[src/rtl/stat_irq_pkg.sv]
package stat_irq_pkg;
  localparam int IDX_W     = 5;
  localparam int NFLAG     = 3;
  localparam int BIT_FRAME = 7;
  localparam int BIT_OVF   = 6;
  localparam int BIT_COLL  = 5;
  localparam int FLG_COLL  = 0;
  localparam int FLG_OVF   = 1;
  localparam int FLG_FRAME = 2;
endpackage

[src/rtl/stat_sticky_flag.sv]
module stat_sticky_flag (
  input  logic clk,
  input  logic rst_n,
  input  logic set_i,
  input  logic clr_i,
  output logic q_o
);
  always_ff @(posedge clk) begin
    if (!rst_n)     q_o <= 1'b0;
    else if (set_i) q_o <= 1'b1;
    else if (clr_i) q_o <= 1'b0;
  end
endmodule

[src/rtl/stat_index_reg.sv]
module stat_index_reg #(
  parameter int W = 5
) (
  input  logic         clk,
  input  logic         rst_n,
  input  logic         held_i,
  input  logic         rd_i,
  input  logic         eval_i,
  input  logic         ovf_i,
  input  logic [W-1:0] idx_i,
  output logic [W-1:0] idx_o
);
  logic open_w;
  assign open_w = !held_i || rd_i;

  always_ff @(posedge clk) begin
    if (!rst_n)                          idx_o <= '0;
    else if (open_w && (eval_i || ovf_i)) idx_o <= idx_i;
  end
endmodule

[src/rtl/stat_irq_drive.sv]
module stat_irq_drive (
  input  logic frame_i,
  input  logic en_i,
  output logic irq_n_o
);
  assign irq_n_o = !(frame_i && en_i);
endmodule

[src/rtl/stat_irq_unit.sv]
module stat_irq_unit
  import stat_irq_pkg::*;
(
  input  logic             clk,
  input  logic             rst_n,
  input  logic             frame_end_i,
  input  logic             spr_eval_i,
  input  logic             ovf_evt_i,
  input  logic [IDX_W-1:0] spr_idx_i,
  input  logic             coll_evt_i,
  input  logic             irq_en_i,
  input  logic             stat_rd_i,
  output logic [7:0]       stat_o,
  output logic             irq_n_o
);
  logic [NFLAG-1:0] set_v;
  logic [NFLAG-1:0] flag_q;
  logic [IDX_W-1:0] idx_q;

  assign set_v[FLG_COLL]  = coll_evt_i;
  assign set_v[FLG_OVF]   = ovf_evt_i;
  assign set_v[FLG_FRAME] = frame_end_i;

  for (genvar g = 0; g < NFLAG; g++) begin : g_flag
    stat_sticky_flag u_flag (
      .clk   (clk),
      .rst_n (rst_n),
      .set_i (set_v[g]),
      .clr_i (stat_rd_i),
      .q_o   (flag_q[g])
    );
  end

  stat_index_reg #(.W(IDX_W)) u_idx (
    .clk    (clk),
    .rst_n  (rst_n),
    .held_i (flag_q[FLG_OVF]),
    .rd_i   (stat_rd_i),
    .eval_i (spr_eval_i),
    .ovf_i  (ovf_evt_i),
    .idx_i  (spr_idx_i),
    .idx_o  (idx_q)
  );

  stat_irq_drive u_irq (
    .frame_i (flag_q[FLG_FRAME]),
    .en_i    (irq_en_i),
    .irq_n_o (irq_n_o)
  );

  always_comb begin
    stat_o            = '0;
    stat_o[BIT_FRAME] = flag_q[FLG_FRAME];
    stat_o[BIT_OVF]   = flag_q[FLG_OVF];
    stat_o[BIT_COLL]  = flag_q[FLG_COLL];
    stat_o[IDX_W-1:0] = idx_q;
  end
endmodule

[config.mk]
export PLATFORM = sky130hd
export DESIGN_NAME = stat_irq_unit
export DESIGN_NICKNAME = d
export VERILOG_FILES = /design/src/rtl/stat_irq_pkg.sv /design/src/rtl/stat_sticky_flag.sv /design/src/rtl/stat_index_reg.sv /design/src/rtl/stat_irq_drive.sv /design/src/rtl/stat_irq_unit.sv
export SDC_FILE = /design/constraint.sdc
export NUM_CORES = 1
export LEC_CHECK = 0
export BUFFER_PORTS_ARGS = -buffer_cell sky130_fd_sc_hd__buf_2
export CORE_AREA = 2 2 39 41
export CTS_CLUSTER_DIAMETER = 80
export DETAILED_ROUTE_END_ITERATION = 6
export DIE_AREA = 0 0 41 43
export PLACE_DENSITY = 0.54
export SLEW_MARGIN = 10
export SYNTH_ARGS = -nofsm -noshare
export SYNTH_HDL_FRONTEND = slang
export SYNTH_SLANG_ARGS = --single-unit
[constraint.sdc]
create_clock -name clk -period 0.95 [get_ports clk]
set_clock_uncertainty 0.05 [all_clocks]
set_input_delay 0.095 -clock clk [delete_from_list [all_inputs] [get_ports clk]]
set_output_delay 0.095 -clock clk [all_outputs]
set_load 0.01 [all_outputs]
==> reports/metrics.yaml <==
power.density_nw_per_um2: 1558
cts_root_buf: "clkbuf_4"
synth_cells: 36
max-slew-margin-rel_pct: 85.94
initial_core_util_pct: 25.95
drt_iter0_markers: 1
antenna_found_initial: 0
routabilityCongestion: 0.5362
clock_latency_ps: 240
wl_um: 620
tns_ps: 0
design_area_um2: 480.5
fin_nets: 71
grt_pass1_vias: 246
ys.flop_type: "dfxtp_1"
synth_area_leaders: "dfxtp_1 (45%), mux2i_1 (14%), nand2_1 (11%)"
drtAntennaViolNets: 0
h-tree-depth: 1
synth-async-reset-ratio_pct: 0
synthAdderAreaFrac_pct: 0
rsz0062_at_grt: "no"
drt-wirelength-per-cell_um: 8.611
peakVddDrop_v: 0.0007021
dpl_cell_area_um2: 456.7
critPathArrivalTime_ps: 740
post-route-min-period_ps: 886.5
viasPerCell: 4.153
clockBufferDepth: 2
synth_top_family_by_area: "simple AND/OR/NAND/NOR gates"
syn_avg_cell_area_um2: 9.975
power.leakage_nw: 0.2499
required_ps: 810
ctsHoldBuffers: 0
drt_first_pass_iters: 3
core-area_um2: 1384
cts.sinks: 8
row_count: 14
cts_tree: "yes"
synth_area_um2: 359.1
ys_ff_latch: 8
fmax_mhz: 1128
ys_warn_count: 0
muxShareOfSynthArea_pct: 13.94
setup_viol: 0
netlist.area_leader.share_pct: 44.60
antennaDiodeCount: 0
yosysMostFrequentCell: "nand2_1"
drive_above_1_share_pct: 50.00
die_height_um: 43
hold_violations: 0
hpwl_um: 513.1
ys_types: 10
synth_common_cells: "nand2_1 (11), dfxtp_1 (8), mux2i_1 (5), buf_4 (3), o21a_1 (3)"
synth_top_area_cell: "dfxtp_1"
critPathKind: "flip-flop to output port"
synthesis.nets: 49
hold_class: "primary input to flip-flop"
syn_to_final_growth_pct: 33.80
start_kind: "flip-flop"
fp.dieW_um: 41
yosys.area_share.simple_pct: 27.53
cts.clk_slew.worst_paths_ps: 50
cts_inserted_buffers: 3
post-route-drc-count: 0
grt_pass1_wl_um: 952
ios: 22
worst_setup_path_end_kind: "output port"
cts_resized: 0
cap_violations: 0
seq_area_frac_synth_pct: 44.60
layout_worst_path_cycle_share_pct: 93.31
tightest_slew_ps: 211.0
drv_slew: 0
die_area_um2: 1763
port_buffers: 21
post-cts-setup-buffer-count: 0
synth_compound_area_share_pct: 6.272
gr-usage-all-layers_pct: 8.073
synth_edf_count: 0
num_vias: 299
grt_overflow: 0
grt_max_degree: 14
outcome: "completed"
synth_xor_xnor_area_share_pct: 0
cp_max_fo: 3
-- metal layers --
| metal | part of all wire, % | routed length, um | GRT usage, % |
|---|---|---|---|
| met5 | 0 | 0 | 0 |
| met4 | 0 | 0 | 6.000 |
| met1 | 45 | 276 | 10.46 |
| met2 | 48 | 295 | 10.31 |
| met3 | 7.7 | 48 | 3.141 |
-- final timing paths --
check | from | cells past startpoint | slack (ps) | endpoint
setup / recovery | g_flag[2].u_flag.q_o$_SDFFE_PN0P_ | 2 | 60 | irq_n_o
hold / removal | coll_evt_i | 2 | 10 | g_flag[0].u_flag.q_o$_SDFFE_PN0P_
setup reg to reg | g_flag[1].u_flag.q_o$_SDFFE_PN0P_ | 3 | 70 | u_idx.idx_o[0]$_SDFFE_PN0P_
hold reg to reg | u_idx.idx_o[1]$_SDFFE_PN0P_ | 2 | 400 | u_idx.idx_o[1]$_SDFFE_PN0P_
-- placed cells by master (no fill, tap or decap) --
cell | synthesis | routed
dfxtp_2 | 0 | 1
nor2_4 | 1 | 1
nor2_8 | 1 | 1
dfxtp_1 | 8 | 7
buf_2 | 1 | 21
nand2_1 | 11 | 11
clkbuf_4 | 0 | 3
o21a_1 | 3 | 3
nor2b_1 | 2 | 2
mux2i_1 | 5 | 5
nor2b_4 | 1 | 1
-- power breakdown --
group | internal [mW] | switching, mW
combinational | 0.0674 | 0.0642
clock | 0.144 | 0.101
sequential | 0.361 | 0.0110
total | 0.572 | 0.176
-- state kept, by name, summed over array words and instances, names as in the netlist --
signal / flops
g_flag.u_flag.q_o: 3
u_idx.idx_o: 5
-- through the flow --
stage,power (mW),instances,setup slack (ps),utilization [%],hold WS [ps]
final,0.7487,72,63.51,34.72,14.90
after global routing,0.7987,72,4.237,34.72,1.664
after CTS,0.7605,72,38.21,34.63,12.61
after detailed placement,0.5134,69,43.38,33.00,266.3
after global placement,0.5105,69,65.37,33.00,256.6
after floorplan,0.4625,36,94.51,-,168.8
-- logic make-up (layout without fill, tap and decap cells) --
kind of cell,after synthesis,in the layout
simple gates,16,16
flops,8,8
mux,5,5
buf+inv,4,24
compound gates,3,3
-- area by class of cell --
cell class / count / area [um2]
well taps: 16 / 20.02
multi-input cells: 24 / 171.4
flip-flops and latches: 8 / 161.4
clock buffers: 3 / 22.52
fillers: 160 / 903.4
repair buffers: 21 / 105.1
-- critical path: stages (launching register included) --
cell	delay, ps
dfxtp_2	320
nand2_1	40
buf_2	130
(Power assumes the default switching activity.)
